===== config.mk =====
export PLATFORM = sky130hd
export DESIGN_NAME = hsfc_chan
export DESIGN_NICKNAME = d
export VERILOG_FILES = /design/src/rtl/hsfc_pkg.sv /design/src/rtl/hsfc_rst_sync.sv /design/src/rtl/hsfc_store.sv /design/src/rtl/hsfc_ctrl.sv /design/src/rtl/hsfc_chan.sv
export SDC_FILE = /design/constraint.sdc
export NUM_CORES = 1
export LEC_CHECK = 0
export BUFFER_PORTS_ARGS = -buffer_cell sky130_fd_sc_hd__clkbuf_2
export CAP_MARGIN = 20
export CORE_MARGIN = 5
export CORE_UTILIZATION = 35
export CTS_BUF_LIST = sky130_fd_sc_hd__clkbuf_8
export CTS_CLUSTER_SIZE = 24
export DETAILED_ROUTE_END_ITERATION = 8
export PLACE_DENSITY = 0.55
export SYNTH_ARGS = -nofsm -noshare
export SYNTH_HDL_FRONTEND = slang
export SYNTH_SLANG_ARGS = --single-unit

===== constraint.sdc =====
create_clock -name clk_i -period 1.75 [get_ports clk_i]
set_input_delay 0.2625 -clock clk_i [delete_from_list [all_inputs] [get_ports clk_i]]
set_output_delay 0.2625 -clock clk_i [all_outputs]
set_load 0.02 [all_outputs]

===== src/rtl/hsfc_pkg.sv =====
package hsfc_pkg;

  // Index width for a buffer of d entries (at least one bit).
  function automatic int ptr_w(input int d);
    return (d > 1) ? $clog2(d) : 1;
  endfunction

  // Width able to hold the values 0..d (at least one bit).
  function automatic int cnt_w(input int d);
    return (d > 0) ? $clog2(d + 1) : 1;
  endfunction

endpackage


===== src/rtl/hsfc_rst_sync.sv =====
module hsfc_rst_sync #(
  parameter int STAGES = 2
) (
  input  logic clk_i,
  input  logic rst_n_i,
  output logic rst_n_o
);

  logic [STAGES-1:0] sync_q;
  logic [STAGES-1:0] sync_d;

  always_comb begin
    sync_d = {sync_q[STAGES-2:0], 1'b1};
  end

  always_ff @(posedge clk_i or negedge rst_n_i) begin
    if (!rst_n_i) begin
      sync_q <= '0;
    end else begin
      sync_q <= sync_d;
    end
  end

  assign rst_n_o = sync_q[STAGES-1];

endmodule


===== src/rtl/hsfc_store.sv =====
module hsfc_store #(
  parameter int W        = 8,
  parameter int DEPTH    = 4,
  parameter bit INIT_BUF = 1'b0,
  localparam int PW      = hsfc_pkg::ptr_w(DEPTH)
) (
  input  logic          clk_i,
  input  logic          rst_n_i,
  input  logic          wr_en_i,
  input  logic [PW-1:0] wr_ptr_i,
  input  logic [W-1:0]  wr_data_i,
  input  logic [PW-1:0] rd_ptr_i,
  output logic [W-1:0]  rd_data_o
);

  logic [W-1:0] mem_q [DEPTH];

  generate
    for (genvar e = 0; e < DEPTH; e++) begin : g_entry
      logic hit;
      assign hit = wr_en_i && (wr_ptr_i == PW'(e));
      if (INIT_BUF) begin : g_clr
        always_ff @(posedge clk_i or negedge rst_n_i) begin
          if (!rst_n_i) begin
            mem_q[e] <= '0;
          end else if (hit) begin
            mem_q[e] <= wr_data_i;
          end
        end
      end else begin : g_raw
        always_ff @(posedge clk_i) begin
          if (hit) begin
            mem_q[e] <= wr_data_i;
          end
        end
      end
    end
  endgenerate

  assign rd_data_o = mem_q[rd_ptr_i];

endmodule


===== src/rtl/hsfc_ctrl.sv =====
module hsfc_ctrl #(
  parameter int DEPTH      = 4,
  parameter bit SYNC_VALID = 1'b0,
  parameter bit SYNC_READY = 1'b0,
  localparam int PW        = hsfc_pkg::ptr_w(DEPTH),
  localparam int CW        = hsfc_pkg::cnt_w(DEPTH)
) (
  input  logic          clk_i,
  input  logic          rst_n_i,
  input  logic          put_i,
  input  logic          put_cancel_i,
  input  logic          get_i,
  input  logic          get_cancel_i,
  output logic          ready_o,
  output logic          req_o,
  output logic          empty_o,
  output logic          wr_en_o,
  output logic [PW-1:0] wr_ptr_o,
  output logic [PW-1:0] rd_ptr_o,
  output logic [CW-1:0] count_o
);

  localparam logic [PW-1:0] LAST_IDX = PW'(DEPTH - 1);
  localparam logic [CW-1:0] FULL_CNT = CW'(DEPTH);

  logic [CW-1:0] count_q, count_d;
  logic [PW-1:0] wp_q, wp_d, rp_q, rp_d;
  logic          rdy_q, rdy_d;
  logic          empty, full, put_ok, pop, enq, bypass, wr_en, rd_en;

  // Handshake decode
  always_comb begin
    empty   = (count_q == '0);
    full    = (count_q == FULL_CNT);
    put_ok  = put_i && !put_cancel_i;
    req_o   = rst_n_i && (!empty || (!SYNC_VALID && put_ok));
    pop     = req_o && get_i && !get_cancel_i;
    ready_o = rst_n_i && (SYNC_READY ? rdy_q : (!full || pop));
    enq     = put_ok && ready_o;
    bypass  = empty && enq && pop;
    wr_en   = enq && !bypass;
    rd_en   = pop && !bypass;
  end

  // Next state
  always_comb begin
    count_d = count_q;
    unique case ({wr_en, rd_en})
      2'b10:   count_d = count_q + 1'b1;
      2'b01:   count_d = count_q - 1'b1;
      default: count_d = count_q;
    endcase
    wp_d  = wr_en ? ((wp_q == LAST_IDX) ? '0 : wp_q + 1'b1) : wp_q;
    rp_d  = rd_en ? ((rp_q == LAST_IDX) ? '0 : rp_q + 1'b1) : rp_q;
    rdy_d = (count_d < FULL_CNT);
  end

  // State registers
  always_ff @(posedge clk_i or negedge rst_n_i) begin
    if (!rst_n_i) begin
      count_q <= '0;
      wp_q    <= '0;
      rp_q    <= '0;
      rdy_q   <= 1'b1;
    end else begin
      count_q <= count_d;
      wp_q    <= wp_d;
      rp_q    <= rp_d;
      rdy_q   <= rdy_d;
    end
  end

  assign empty_o  = empty;
  assign wr_en_o  = wr_en;
  assign wr_ptr_o = wp_q;
  assign rd_ptr_o = rp_q;
  assign count_o  = count_q;

  // the count never passes the depth
  assert_no_overflow_R3: assert property (@(posedge clk_i) disable iff (!rst_n_i)
    count_q <= FULL_CNT);

  // a full queue with no get offers no ready
  assert_full_no_ready_R3: assert property (@(posedge clk_i) disable iff (!rst_n_i)
    (full && !get_i) |-> !ready_o);

  // a withdrawn put with no removal leaves the count alone
  assert_cancel_put_R8: assert property (@(posedge clk_i) disable iff (!rst_n_i)
    (put_i && put_cancel_i && !pop) |=> (count_q == $past(count_q)));

  // a withdrawn get with no write leaves the count alone
  assert_cancel_get_R9: assert property (@(posedge clk_i) disable iff (!rst_n_i)
    (get_i && get_cancel_i && !enq) |=> (count_q == $past(count_q)));

  generate
    if (SYNC_VALID) begin : g_sv_chk
      // a registered request only rises after a stored write
      assert_req_after_write_R6: assert property (@(posedge clk_i) disable iff (!rst_n_i)
        $rose(req_o) |-> $past(wr_en));
    end
  endgenerate

endmodule


===== src/rtl/hsfc_chan.sv =====
module hsfc_chan #(
  parameter int W          = 8,
  parameter int DEPTH      = 4,
  parameter bit SYNC_VALID = 1'b0,
  parameter bit SYNC_READY = 1'b0,
  parameter bit INIT_BUF   = 1'b0,
  parameter int RST_STAGES = 2,
  localparam int CW        = hsfc_pkg::cnt_w(DEPTH)
) (
  input  logic          clk_i,
  input  logic          rst_n_i,
  input  logic          put_i,
  input  logic [W-1:0]  put_data_i,
  input  logic          put_cancel_i,
  output logic          ready_o,
  output logic          req_o,
  output logic [W-1:0]  data_o,
  input  logic          get_i,
  input  logic          get_cancel_i,
  input  logic [CW-1:0] thresh_i,
  output logic [CW-1:0] count_o,
  output logic          almost_full_o
);

  localparam logic [CW:0] DEPTH_X = (CW+1)'(DEPTH);

  logic         rst_n_s;
  logic [W-1:0] cur_data;
  logic [W-1:0] last_q, last_d;
  logic         last_en;

  hsfc_rst_sync #(.STAGES(RST_STAGES)) u_rst_sync (
    .clk_i   (clk_i),
    .rst_n_i (rst_n_i),
    .rst_n_o (rst_n_s)
  );

  generate
    if (DEPTH == 0) begin : g_pass
      assign ready_o  = rst_n_s;
      assign req_o    = rst_n_s && put_i && !put_cancel_i;
      assign cur_data = put_data_i;
      assign count_o  = '0;
    end else begin : g_queue
      localparam int PW = hsfc_pkg::ptr_w(DEPTH);
      logic          empty, wr_en;
      logic [PW-1:0] wr_ptr, rd_ptr;
      logic [W-1:0]  rd_data;

      hsfc_ctrl #(
        .DEPTH      (DEPTH),
        .SYNC_VALID (SYNC_VALID),
        .SYNC_READY (SYNC_READY)
      ) u_ctrl (
        .clk_i        (clk_i),
        .rst_n_i      (rst_n_s),
        .put_i        (put_i),
        .put_cancel_i (put_cancel_i),
        .get_i        (get_i),
        .get_cancel_i (get_cancel_i),
        .ready_o      (ready_o),
        .req_o        (req_o),
        .empty_o      (empty),
        .wr_en_o      (wr_en),
        .wr_ptr_o     (wr_ptr),
        .rd_ptr_o     (rd_ptr),
        .count_o      (count_o)
      );

      hsfc_store #(
        .W        (W),
        .DEPTH    (DEPTH),
        .INIT_BUF (INIT_BUF)
      ) u_store (
        .clk_i     (clk_i),
        .rst_n_i   (rst_n_s),
        .wr_en_i   (wr_en),
        .wr_ptr_i  (wr_ptr),
        .wr_data_i (put_data_i),
        .rd_ptr_i  (rd_ptr),
        .rd_data_o (rd_data)
      );

      // An empty combinational queue shows the incoming put directly
      assign cur_data = (!SYNC_VALID && empty) ? put_data_i : rd_data;
    end
  endgenerate

  // Held output: repeat the last presented item while idle
  always_comb begin
    last_en = req_o;
    last_d  = cur_data;
    data_o  = req_o ? cur_data : last_q;
  end

  always_ff @(posedge clk_i or negedge rst_n_s) begin
    if (!rst_n_s) begin
      last_q <= '0;
    end else if (last_en) begin
      last_q <= last_d;
    end
  end

  // Almost-full against the runtime margin
  always_comb begin
    almost_full_o = ({1'b0, thresh_i} >= DEPTH_X) ||
                    ({1'b0, count_o} >= (DEPTH_X - {1'b0, thresh_i}));
  end

  // an idle output repeats what it showed on the previous edge
  assert_hold_data_R10: assert property (@(posedge clk_i) disable iff (!rst_n_s)
    !req_o |-> (data_o == $past(data_o)));

  // nothing is offered while the synchronized reset is active
  assert_quiet_reset_R1: assert property (@(posedge clk_i)
    !rst_n_s |-> (!req_o && !ready_o));

endmodule


# --- Yosys cells after proc, flatten, opt, wreduce, memory -nomap -nowiden ---
# Memories as Yosys holds them, arrays and structs flattened.
# Cells that the tools add are included.
op_classes:
  add_sub_neg: 5
  order_cmp: 2
  n_eq_ne: 7
  mux: 22
  reduce_logical: 28
op_table:
  columns: ["cell", "count"]
  rows:
  - ["$mux W8", 5]
  - ["$reduce_or A8 Y1", 3]
  - ["$logic_and A1 B1 Y1", 14]
  - ["$mux W1", 11]
  - ["$mux W2", 5]
  - ["$eq A2 B2 Y1 const B", 4]
  - ["$pmux W3 S2", 1]
  - ["$logic_not A1 Y1", 5]
  - ["$add A2 B1 Y2 const B", 2]
  - ["$eq A2 B1 Y1 const B", 2]
  - ["$ge A3 B4 Y1", 1]
  - ["$sub A3 B3 Y4 const A", 1]
  - ["$add A3 B1 Y3 const B", 1]
  - ["$eq A3 B3 Y1 const B", 1]
  - ["$ge A3 B3 Y1 const B", 1]
  - ["$logic_not A3 Y1", 1]
  - ["$logic_or A1 B1 Y1", 3]
  - ["$sub A3 B1 Y3 const B", 1]
  - ["$logic_not A2 Y1", 1]
  - ["$reduce_bool A2 Y1", 1]
word_totals:
  regBits: 17
  ram_bits: 32
  inputBits: 17
  output_inout_bits: 14
  wordCells: 70
  memories: 1
mem_list:
  columns: ["memory", "depth", "word_bits", "rd", "rd_ports_with_merged_regs", "wr", "line", "source"]
  rows:
  - ["g_queue.u_store.mem_q", 4, 8, 1, 0, 1, "hsfc_store.sv:16", "logic [W-1:0] mem_q [DEPTH];"]

# --- Logic depth before layout (Yosys ltp) ---
# Gate-level depths: netlist of the first run.
logic_depth:
  ltp_word: 20
  ltp_mapped: 10

# --- Cells and area by module ---
# Synthesis of the first run repeated with hierarchy kept, for this count alone.
unflattened:
  cells_unflattened: 134
  area_unflattened_um2: 2162.1
modules_own_cells:
  columns: ["module", "instances", "cells_each", "area_each_um2", "seq_area_each_um2"]
  rows:
  - ["hsfc_store", 1, 46, 1188.6, 960.9]
  - ["hsfc_chan", 1, 49, 488.0, 200.2]
  - ["hsfc_ctrl", 1, 36, 431.7, 175.2]
  - ["hsfc_rst_sync", 1, 3, 53.8, 50.0]

# --- Worst setup path before layout of the first run ---
# OpenSTA, ideal clock, no wires.
synth_timing:
  path_kind: "register -> register"
  from: "register g_queue.u_ctrl.count_q[1], in the netlist g_queue.u_ctrl.count_o[1]"
  to: "register g_queue.u_ctrl.count_q[2], in the netlist g_queue.u_ctrl.count_o[2]"
  setup_ns: 0.080
  arrival_time_ns: 2.125
  t_required_ns: 1.670
  setup_slack_ns: -0.455
  path_stages_with_launch: 10
  n_path_buf: 0
  cell_sequence: "dfrtp_1 -> nor3_4 -> a211oi_4 -> inv_1 -> ha_1 -> inv_1 -> fa_1 -> xor2_1 -> nor2_1 -> xnor2_1"
synth_between:
  elab_chain_len: 15
synth_lines:
  columns: ["item", "line", "source"]
  rows:
  - ["start: declaration", "hsfc_ctrl.sv:26", "logic [CW-1:0] count_q, count_d;"]
  - ["start signal: assignment", "hsfc_ctrl.sv:66", "count_q <= count_d;"]
  - ["$logic_not A3 Y1", "hsfc_ctrl.sv:33", "empty = (count_q == '0);"]
  - ["$logic_not A1 Y1", "hsfc_ctrl.sv:36", "req_o = rst_n_i && (!empty || (!SYNC_VALID && put_ok));"]
  - ["$logic_or A1 B1 Y1", "hsfc_ctrl.sv:36", null]
  - ["$logic_and A1 B1 Y1", "hsfc_ctrl.sv:36", null]
  - ["$logic_and A1 B1 Y1 (2 in a row)", "hsfc_ctrl.sv:37", "pop = req_o && get_i && !get_cancel_i;"]
  - ["$logic_or A1 B1 Y1", "hsfc_ctrl.sv:38", "ready_o = rst_n_i && (SYNC_READY ? rdy_q : (!full || pop));"]
  - ["$logic_and A1 B1 Y1", "hsfc_ctrl.sv:38", null]
  - ["$logic_and A1 B1 Y1", "hsfc_ctrl.sv:39", "enq = put_ok && ready_o;"]
  - ["$logic_and A1 B1 Y1 (2 in a row)", "hsfc_ctrl.sv:40", "bypass = empty && enq && pop;"]
  - ["$logic_not A1 Y1", "hsfc_ctrl.sv:41, hsfc_ctrl.sv:42", null]
  - ["$logic_and A1 B1 Y1, on equally long branches", "hsfc_ctrl.sv:42, hsfc_ctrl.sv:41", null]
  - ["$eq A2 B1 Y1 / $eq A2 B2 Y1 (equally long branches)", "hsfc_ctrl.sv:48", "unique case ({wr_en, rd_en})"]
  - ["$pmux W3 S2 / $reduce_bool A2 Y1 (equally long branches)", null, null]
# Several ways; a longest one is shown, not always the timed one.
# A chain may end at the register's enable or synchronous reset.

# --- Worst setup path after layout of the first run ---
# Same ends and word-level chain as after synthesis.

==> results of run 1 <==
## state kept, by name, indices dropped and copies added (netlist names)
signal,count
u_rst_sync.sync_q,2
g_queue.u_ctrl.rd_ptr_o,2
last_q,8
g_queue.u_store.mem_q,32
g_queue.u_ctrl.wr_ptr_o,2
g_queue.u_ctrl.count_o,3
## power by group through the flow
stage	combinational, uW	clock, uW	sequential [uW]
after floorplan	1140	0	1660
after global placement	1780	0	1660
after detailed placement	1840	0	1670
after CTS	2610	823	1660
after global routing	3030	866	1700
final	2820	794	1670
## cell families (layout without fill, tap and decap cells)
logic type                 Yosys count  count (layout)
AOI/OAI and AO/OA                   14              14
other                                1               1
and+or+nand+nor                     39              39
muxes                               12              12
buffers and inverters               16              89
DFF                                 49              49
xor gates and xnor gates             3               3
adders and majority gates           12              12
## worst max path at each step
stage	from	to	slack (ps)
after floorplan	g_queue.u_ctrl.count_o[0]	g_queue.u_ctrl.count_o[2]	-360
after global placement	g_queue.u_ctrl.count_o[0]	g_queue.u_ctrl.count_o[2]	-200
after detailed placement	g_queue.u_ctrl.count_o[0]	g_queue.u_ctrl.count_o[2]	-270
after CTS	g_queue.u_ctrl.count_o[0]	data_o[0]	-350
after global routing	g_queue.u_ctrl.count_o[1]	g_queue.u_ctrl.count_o[2]	-440
final	g_queue.u_ctrl.count_o[1]	g_queue.u_ctrl.count_o[2]	-340
## per-stage QoR
stage / total power, uW / util (%) / hold slack (ps) / setup slack [ps]
after floorplan: 2800 / - / -33.1 / -356
after global placement: 3440 / 43.0 / 49.6 / -202
after detailed placement: 3500 / 43.0 / 53.3 / -268
after CTS: 5100 / 51.2 / 198 / -355
after global routing: 5600 / 52.9 / 196 / -439
final: 5280 / 52.9 / 200 / -344
## timing repair
| action | 4_1_cts | 5_1_grt |
|---|---|---|
| endpoints found under the setup margin | 13 | 47 |
| cloned | 1 | 0 |
| hold buffers | 1 | 0 |
| hold endpoints to repair | 2 | 0 |
| pin swaps | 19 | 11 |
| buffers inserted | 10 | 7 |
| gates resized for setup | 67 | 28 |
## synthesized netlist by cell type
cell type / instances / area, um^2
mux2_2: 2 / 22.5
xor2_1: 1 / 8.76
nand2_1: 17 / 63.8
a21oi_1: 1 / 5.00
buf_6: 1 / 11.3
ha_1: 11 / 138
a31oi_1: 8 / 50.1
edfxtp_1: 32 / 961
xnor2_1: 2 / 17.5
a211oi_4: 1 / 20.0
nand3_2: 1 / 10.0
nand2b_1: 2 / 12.5
and2b_1: 1 / 7.51
and2_2: 4 / 30.0
nor3_4: 1 / 16.3
inv_1: 12 / 45.0
a21boi_4: 1 / 18.8
o21ai_0: 2 / 10.0
nor2_1: 11 / 41.3
mux2_4: 2 / 30.0
conb_1: 1 / 3.75
buf_2: 1 / 5.00
mux4_2: 8 / 180
fa_1: 1 / 20.0
clkbuf_1: 1 / 3.75
dfrtp_1: 17 / 425
o41ai_4: 1 / 27.5
and3_4: 1 / 11.3
inv_2: 1 / 3.75
nor3_1: 1 / 5.00
## worst max-delay path, cell delays in order (launching register included)
cell      delay [ps]
dfrtp_2          420
buf_6            120
o41ai_4          410
a211oi_4          50
inv_1             70
ha_2             180
inv_2             40
fa_2             320
xor2_1           150
nor2_1           120
xnor2_1          130
## metal layers
| layer | track usage [%] | part of all wire, % | vias to the layer above |
|---|---|---|---|
| met5 | 0 | 0 | - |
| met4 | 4.47 | 1.6 | 0 |
| met3 | 3.41 | 3.8 | 5 |
| met2 | 23.2 | 55 | 21 |
| met1 | 14.6 | 40 | 714 |
| li1 | - | - | 664 |
## layout make-up
type	count	area (um^2)
fillers	525	2940
inverters	13	51.3
clock inverters	3	42.5
well taps	77	96.3
flip-flops and latches	49	1390
repair buffers	68	638
multi-input cells	81	1010
clock buffers	5	68.8
==> results.py, run 1 <==
metrics = {
    "outcome": {
        "status": "complete, but fails checks",
        "violations": "setup timing",
    },
    "final_layout": {
        "layout.cells.non_filler": 296,
        "most_used_cells_in_the_layout_excluding_fill_and_tap_cells": "edfxtp_1 (32), buf_4 (25), clkbuf_2 (19), dfrtp_1 (13)",
        "area_delta_synth_final_pct": 49.7,
        "num_antenna_cells": 0,
        "post_route_cells_drive_above_1_share_pct": 60.3,
        "finalNetCount": 247,
        "finalInstanceArea_um2": 3300,
        "layout.cells.most_common": "edfxtp_1",
    },
    "sta": {
        "final.setup.worst_slack_ps": -344,
        "fin_tns_setup_ps": -3530,
        "final.min_clock_period_ps": 2090,
        "rsz0062_at_grt": "yes",
        "slew_viol_final": 0,
        "final-setup-viol-count": 13,
        "report.final.hold_viol_count": 0,
        "final_cycle_utilization_of_the_critical_path_pct": 120,
        "max_clock_freq_mhz": 478,
        "fin_skew_ps": 3.56,
    },
    "worst_setup_path": {
        "endpoint_of_the_worst_register_to_register_path": "g_queue.u_ctrl.count_o[2]",
        "worstSetupPathType": "flop to flop",
        "reg_to_reg_slack_setup_ps": -340,
        "reg2reg_depth": 10,
        "worstSetupEndpointType": "flop",
        "arrival_worst_endpoint_ps": 2310,
        "path_max_fanout": 2,
        "worst_ep_required_time_ps": 1970,
        "worstReg2RegStart": "g_queue.u_ctrl.count_o[1]",
        "kind_of_launch_point_of_the_worst_setup_path": "flop",
    },
    "placed_design": {
        "dp_wirelength_mm": 3.26,
        "gp_routability_congestion": 0.704,
        "dpl-instance-area_um2": 2680,
        "buffer_ports.inserted": 30,
        "dpl.cell_count": 272,
    },
    "power_and_ir_drop": {
        "largest_voltage_drop_on_the_vdd_net_mv": 0.669,
        "power.share.sequential_pct": 31.7,
        "total_switching_power_uw": 1840,
        "static-leakage-power_uw": 0.00135,
        "switching_share_pct": 34.8,
        "power_density_nw_per_um2": 1600,
        "cellInternalPower_uw": 3440,
        "share_comb_of_total_power_pct": 53.3,
        "share_clk_of_total_power_pct": 15.0,
    },
    "hold_path": {
        "whs_endpoint": "g_queue.u_store.mem_q[3][4]",
        "min-delay-path-class": "input pin to flop",
        "hold_critical_path_depth": 1,
        "timing.hold.worst.start": "put_data_i[4]",
    },
    "cts": {
        "tritoncts_clock_tree": "built",
        "cts.clk_slew.worst_paths_ps": 90,
        "cts.htree.levels": 2,
        "clock_sinks": 49,
        "cts_root_buffer": "clkbuf_8",
        "cts_inserted_buffers": 5,
        "cts.path.max_buffers": 2,
        "clock_insertion_delay_worst_skew_ps": 300,
    },
    "synthesis": {
        "average_cell_area_after_synthesis_um2": 15.1,
        "synth_seq_area_share_pct": 62.9,
        "post_synth_xor_area_fraction_pct": 1.19,
        "yosys_warnings": 0,
        "synth_top_family_by_area": "multiplexers",
        "synth_compound_gate_area_share_pct": 5.96,
        "synth_fa_ha_area_share_pct": 7.15,
        "netlist_instances": 146,
        "synth-seq-cells": 49,
        "mappedNetlistNets": 175,
        "ys_types": 30,
        "synth_simple_gate_area_share_pct": 8.97,
        "share_of_cell_area_taken_by_muxes_after_synthesis_pct": 10.6,
        "post_synth_instance_area_um2": 2200,
    },
    "global_routing": {
        "track_usage_pct": 12.9,
        "grt_pass1_wl_mm": 7.51,
        "grt_max_degree": 16,
        "initial_antenna_violation_count": 0,
        "vias_in_the_first_global_route": 1563,
        "globalRouteOverflowTotal": 0,
    },
    "detailed_routing": {
        "postRouteAntennaNets": 0,
        "route.final.wire_length_mm": 4.69,
        "detailroute.via_count": 1404,
        "routed_via_density": 4.74,
        "iteration_count_of_the_initial_detailed_routing_pass": 4,
        "route.detailed.wl_per_inst_um": 15.8,
        "route.detailed.drc": 0,
        "detail_route.iter0.violations": 39,
    },
    "floorplanning": {
        "die-area_um2": 7990,
        "initial_utilization_pct": 35.3,
        "rows": 29,
        "io_pins": 31,
        "chip_height_um": 89.4,
        "design.core.area_um2": 6240,
        "chipWidth_um": 89.4,
    },
    "job": {
        "maxCapViolCount": 0,
    },
}
Power figures use the tool's default switching activity.
==> run 2: changes to the inputs <==
==> constraint.sdc (replaced) <==
create_clock -name clk_i -period 1.75 [get_ports clk_i]
set_input_delay 0.175 -clock clk_i [delete_from_list [all_inputs] [get_ports clk_i]]
set_output_delay 0.175 -clock clk_i [all_outputs]
set_load 0.02 [all_outputs]
==> results.py, run 2 (same netlist as run 1, synthesis figures left out) <==
metrics = {
    "worst_setup_path": {
        "worstSetupPathType": "flop to flop",
        "reg2reg_depth": 9,
        "worst_path_largest_cell_delay_ps": 450,
        "endpoint_of_the_worst_register_to_register_path": "g_queue.u_ctrl.count_o[2]",
        "worstSetupEndpointType": "flop",
        "worstReg2RegStart": "g_queue.u_ctrl.count_o[1]",
        "reg_to_reg_slack_setup_ps": -340,
        "worst_ep_required_time_ps": 1950,
        "arrival_worst_endpoint_ps": 2290,
        "path_max_fanout": 2,
        "crit_slowest_cell": "o41ai_4",
        "crit_path_cell_trace": "o41ai_4 > a211oi_4 > inv_1 > ha_2 > inv_2 > fa_2 > xor2_1 > nor2_1 > xnor2_1",
        "kind_of_launch_point_of_the_worst_setup_path": "flop",
    },
    "placed_design": {
        "gp_routability_congestion": 0.765,
        "dpl-instance-area_um2": 2650,
        "dp_wirelength_mm": 3.23,
        "dp_worst_setup_slack_ps": -330,
        "buffer_ports.inserted": 30,
    },
    "detailed_routing": {
        "detail_route.iter0.violations": 99,
        "detailroute.via_count": 1408,
        "iteration_count_of_the_initial_detailed_routing_pass": 4,
        "route.detailed.wl_per_inst_um": 16.9,
        "postRouteAntennaNets": 0,
        "routed_via_density": 4.84,
        "route.final.wire_length_mm": 4.91,
        "route.detailed.drc": 0,
    },
    "floorplanning": {
        "chipWidth_um": 89.4,
        "chip_height_um": 89.4,
        "initial_utilization_pct": 35.3,
        "rows": 29,
        "die-area_um2": 7990,
        "design.core.area_um2": 6240,
        "io_pins": 31,
    },
    "final_layout": {
        "finalNetCount": 242,
        "area_delta_synth_final_pct": 44.0,
        "post_route_cells_drive_above_1_share_pct": 57.9,
        "number_of_flip_flops_under_the_largest_register_name": 32,
        "finalInstanceArea_um2": 3170,
        "num_antenna_cells": 0,
        "largest_register": "g_queue.u_store.mem_q",
        "most_used_cells_in_the_layout_excluding_fill_and_tap_cells": "edfxtp_1 (32), buf_4 (23), clkbuf_2 (19), nand2_1 (13), dfrtp_1 (13)",
        "finalCoreUtilization_pct": 50.9,
        "layout.cells.most_common": "edfxtp_1",
    },
    "global_routing": {
        "grt_max_degree": 18,
        "initial_antenna_violation_count": 0,
        "vias_in_the_first_global_route": 1510,
        "grt_pass1_wl_mm": 7.74,
        "globalRouteOverflowTotal": 0,
        "track_usage_pct": 13.2,
    },
    "job": {
        "maxCapViolCount": 0,
    },
    "outcome": {
        "status": "complete, but fails checks",
        "violations": "setup timing",
    },
    "cts": {
        "cts.htree.levels": 2,
        "clock_sinks": 49,
        "cts.clk_slew.worst_paths_ps": 100,
        "cts_inserted_buffers": 5,
        "tritoncts_clock_tree": "built",
        "cts.path.max_buffers": 2,
        "clock_insertion_delay_worst_skew_ps": 300,
        "cts_root_buffer": "clkbuf_8",
    },
    "hold_path": {
        "whs_endpoint": "g_queue.u_store.mem_q[2][3]",
        "hold_critical_path_depth": 1,
        "timing.hold.worst.start": "put_data_i[3]",
        "min-delay-path-class": "input pin to flop",
    },
    "power_and_ir_drop": {
        "static-leakage-power_uw": 0.00127,
        "largest_voltage_drop_on_the_vdd_net_mv": 0.698,
        "power_density_nw_per_um2": 1570,
        "total_power_uw": 5000,
    },
    "sta": {
        "fin_tns_setup_ps": -2670,
        "max_clock_freq_mhz": 479,
        "final_cycle_utilization_of_the_critical_path_pct": 119,
        "report.final.hold_viol_count": 0,
        "fin_skew_ps": 10.4,
        "final.setup.worst_slack_ps": -337,
        "rsz0062_at_grt": "yes",
        "final.min_clock_period_ps": 2090,
        "slew_viol_final": 0,
        "final-setup-viol-count": 12,
    },
}
==> run 2: worst max-delay path by stage <==
stage	to	startpoint	slack [ps]	cells after the start
finish	g_queue.u_ctrl.count_o[2]	g_queue.u_ctrl.count_o[1]	-340	9
floorplan	g_queue.u_ctrl.count_o[2]	g_queue.u_ctrl.count_o[0]	-360	9
global placement	g_queue.u_ctrl.count_o[2]	g_queue.u_ctrl.count_o[0]	-200	9
CTS	g_queue.u_ctrl.count_o[2]	g_queue.u_ctrl.count_o[2]	-320	10
global route	g_queue.u_ctrl.count_o[2]	g_queue.u_ctrl.count_o[1]	-420	11
detailed placement	g_queue.u_ctrl.count_o[2]	g_queue.u_ctrl.count_o[0]	-330	9
==> run 2: area by class of cell <==
class | instances | area [um^2]
clock buffers | 5 | 68.8
clock inverters | 3 | 25.0
fillers | 554 | 3070
inverters | 13 | 48.8
multi-input cells | 81 | 957
flip-flops and latches | 49 | 1390
well taps | 77 | 96.3
repair buffers | 63 | 587
==> run 2: worst max-delay path: cells and delay by family, from the launching register on <==
| family | cells | cell delay, ps |
|---|---|---|
| xor gates and xnor gates | 2 | 300 |
| DFF | 1 | 430 |
| adders and majority gates | 2 | 500 |
| and+or+nand+nor | 1 | 140 |
| AOI/OAI and AO/OA | 2 | 510 |
| buffers and inverters | 2 | 110 |
==> run 2: layer usage <==
layer | GRT usage [%] | routed length (um)
met1 | 16.9 | 2060
met2 | 23.2 | 2660
met3 | 2.21 | 140
met4 | 3.65 | 51
met5 | 0 | 0
==> run 2: what timing repair did <==
action,CTS,global route
hold buffers,1,0
buffers inserted,9,6
endpoints found under the hold margin,2,0
pin swaps,7,11
resized for setup,35,42
gates cloned,1,1
endpoints found under the setup margin,12,45
==> run 2: per-stage QoR <==
step | hold slack [ps] | cells
6_report | 111 | 291
5_1_grt | 109 | 291
3_3_place_gp | -39.2 | 268
2_1_floorplan | -121 | 146
4_1_cts | 99.1 | 287
3_5_place_dp | -35.2 | 268
==> run 2: power by group <==
part / leakage [uW] / switching [uW] / internal [uW] / total [uW]
Combinational: 0.000743 / 1210 / 1430 / 2630
Clock: 0.0000447 / 390 / 289 / 679
Sequential: 0.000480 / 223 / 1460 / 1680
==> run 3: changes to the inputs <==
--- a/config.mk
+++ b/config.mk
@@ -5,6 +5,7 @@
 export SDC_FILE = /design/constraint.sdc
 export NUM_CORES = 1
 export LEC_CHECK = 0
+export ABC_AREA = 1
 export BUFFER_PORTS_ARGS = -buffer_cell sky130_fd_sc_hd__clkbuf_2
 export CAP_MARGIN = 20
 export CORE_MARGIN = 5
==> results.py, run 3 <==
metrics = {
    "sta": {
        "fin_tns_setup_ps": -3300,
        "final.min_clock_period_ps": 2030,
        "rsz0062_at_grt": "yes",
        "final-setup-viol-count": 15,
        "fin_skew_ps": 8.28,
        "report.final.hold_viol_count": 0,
        "slew_viol_final": 0,
        "max_clock_freq_mhz": 492,
        "final_hold_slack_ps": 106,
        "final.setup.worst_slack_ps": -283,
        "final_cycle_utilization_of_the_critical_path_pct": 116,
    },
    "worst_setup_path": {
        "arrival_worst_endpoint_ps": 1860,
        "kind_of_launch_point_of_the_worst_setup_path": "flop",
        "worstSetupPathType": "flop to output port",
        "path_max_fanout": 5,
        "worstSetupEndpointType": "output port",
        "worst_ep_required_time_ps": 1570,
    },
    "synthesis": {
        "synth_enable_flop_cells": 32,
        "netlist_instances": 216,
        "proportion_of_netlist_area_held_by_the_largest_area_contributor_pct": 42.3,
        "synth_commonest_cells": "nor2_1 (46), nand2_1 (35), edfxtp_1 (32)",
        "yosys_warnings": 0,
        "average_cell_area_after_synthesis_um2": 10.5,
        "post_synth_instance_area_um2": 2270,
        "yosys-top-cells-area": "edfxtp_1 (42%), dfrtp_1 (19%), nor2_1 (7.6%), ha_1 (6.1%), nand2_1 (5.8%)",
        "synth-seq-cells": 49,
        "synthFlopType": "edfxtp_1",
        "synthMostInstantiatedCell": "nor2_1",
        "synth_area_leader_cell": "edfxtp_1",
        "share_of_flip_flops_with_an_asynchronous_set_or_reset_after_synthesis_pct": 34.7,
        "ys_types": 28,
        "synth_seq_area_share_pct": 61.0,
        "mappedNetlistNets": 245,
    },
    "global_routing": {
        "initial_antenna_violation_count": 0,
        "grt_pass1_wl_mm": 8.88,
        "vias_in_the_first_global_route": 1874,
        "grt_max_degree": 19,
        "track_usage_pct": 13.3,
        "globalRouteOverflowTotal": 0,
    },
    "cts": {
        "cts.clk_slew.worst_paths_ps": 90,
        "tritoncts_clock_tree": "built",
        "cts_inserted_buffers": 5,
        "cts.htree.levels": 2,
        "cts_root_buffer": "clkbuf_8",
        "clock_sinks": 49,
        "clock_insertion_delay_worst_skew_ps": 300,
        "cts.path.max_buffers": 2,
    },
    "detailed_routing": {
        "route.final.wire_length_mm": 5.24,
        "iteration_count_of_the_initial_detailed_routing_pass": 4,
        "route.detailed.drc": 0,
        "routed_via_density": 4.67,
        "postRouteAntennaNets": 0,
        "detail_route.iter0.violations": 68,
        "detailroute.via_count": 1755,
        "route.detailed.wl_per_inst_um": 13.9,
    },
    "power_and_ir_drop": {
        "power_density_nw_per_um2": 1610,
        "static-leakage-power_uw": 0.00141,
        "largest_voltage_drop_on_the_vdd_net_mv": 1.28,
    },
    "final_layout": {
        "most_used_cells_in_the_layout_excluding_fill_and_tap_cells": "buf_4 (40), nor2_1 (36), edfxtp_1 (32), nand2_1 (23), clkbuf_2 (21)",
        "largest_register": "g_queue.u_store.mem_q",
        "post_route_cells_drive_above_1_share_pct": 45.5,
        "area_delta_synth_final_pct": 43.1,
        "num_antenna_cells": 0,
        "number_of_flip_flops_under_the_largest_register_name": 32,
        "layout.cells.most_common": "buf_4",
        "finalNetCount": 327,
    },
    "floorplanning": {
        "rows": 29,
        "design.core.area_um2": 6350,
        "chip_height_um": 90.6,
        "io_pins": 31,
        "initial_utilization_pct": 35.8,
        "chipWidth_um": 90.6,
        "die-area_um2": 8210,
    },
    "outcome": {
        "status": "complete, but fails checks",
        "violations": "setup timing",
    },
    "placed_design": {
        "dp_worst_setup_slack_ps": -159,
        "buffer_ports.inserted": 30,
        "dp_wirelength_mm": 3.46,
        "gp_routability_congestion": 0.718,
    },
    "hold_path": {
        "min-delay-path-class": "flop to async pin",
    },
    "job": {
        "maxCapViolCount": 0,
    },
}
## run 3: logic make-up after synthesis
kind of cell | synth area share [%]
flops | 61.0
other cells | 0.165
fa+ha+maj | 6.93
simple gates | 16.2
compound gates | 9.25
xor+xnor | 0.771
buf+inv | 5.72
## run 3: layout make-up
type,instances,area [um^2]
inverters,22,85.1
multi-input cells,138,897
flip-flops and latches,49,1390
clock buffers,6,82.6
clock inverters,2,37.5
well taps,77,96.3
repair buffers,82,664
fillers,559,3100
## run 3: through the flow
| stage | std cells | instance area (um^2) | power (uW) | utilization (%) |
|---|---|---|---|---|
| after CTS | 375 | 3150 | 4990 | 49.6 |
| final | 376 | 3250 | 5230 | 51.2 |
| after floorplan | 216 | 2290 | 2840 | - |
| after detailed placement | 347 | 2730 | 3660 | 43.1 |
| after global routing | 376 | 3250 | 5610 | 51.2 |
| after global placement | 347 | 2730 | 3610 | 43.1 |
## run 3: layer usage
| layer | routed length [um] | part of all wire (%) | up-vias | GRT usage [%] |
|---|---|---|---|---|
| met4 | 61 | 1.2 | 0 | 3.72 |
| met3 | 154 | 2.9 | 6 | 2.58 |
| li1 | - | - | 876 | - |
| met5 | 0 | 0 | - | 0 |
| met1 | 2370 | 45 | 849 | 17.4 |
| met2 | 2650 | 51 | 24 | 22.3 |
## run 3: critical path: stages (launching register included)
cell and delay (ps):
dfrtp_2 420, inv_2 60, nand2_2 60, nor2_4 110, buf_6 100, inv_4 30
buf_6 110, o21ai_4 170, buf_6 160, nor2_1 40, nand2_1 90, nand2_2 80
buf_8 130
## run 3: worst paths after layout
kind / startpoint / to / slack, ps / depth (start not counted)
setup / recovery: g_queue.u_ctrl.count_o[0] / data_o[2] / -280 / 12
min in group clk_i: put_data_i[0] / g_queue.u_store.mem_q[2][0] / 110 / 1
hold reg to reg: u_rst_sync.sync_q[1] / g_queue.u_ctrl.wr_ptr_o[1] / 110 / 0
max in group asynchronous: u_rst_sync.sync_q[1] / g_queue.u_ctrl.count_o[1] / 1190 / 1
setup reg to reg: g_queue.u_ctrl.count_o[0] / g_queue.u_ctrl.wr_ptr_o[0] / -250 / 14
hold / removal: u_rst_sync.sync_q[1] / g_queue.u_ctrl.wr_ptr_o[1] / 110 / 0
## run 3: report_power, final
group	switching [uW]	leakage (uW)	internal (uW)
logic	1460	0.000864	1360
clock network	382	0.0000574	465
registers	104	0.000492	1460
total	1950	0.00141	3280
## run 3: timing repair
item | 4_1_cts | 5_1_grt
gates cloned | 0 | 1
pin swaps | 17 | 17
endpoints found under the hold margin | 2 | 0
resized for setup | 35 | 41
buffers inserted | 19 | 3
hold buffers | 1 | 0
endpoints found under the setup margin | 12 | 48
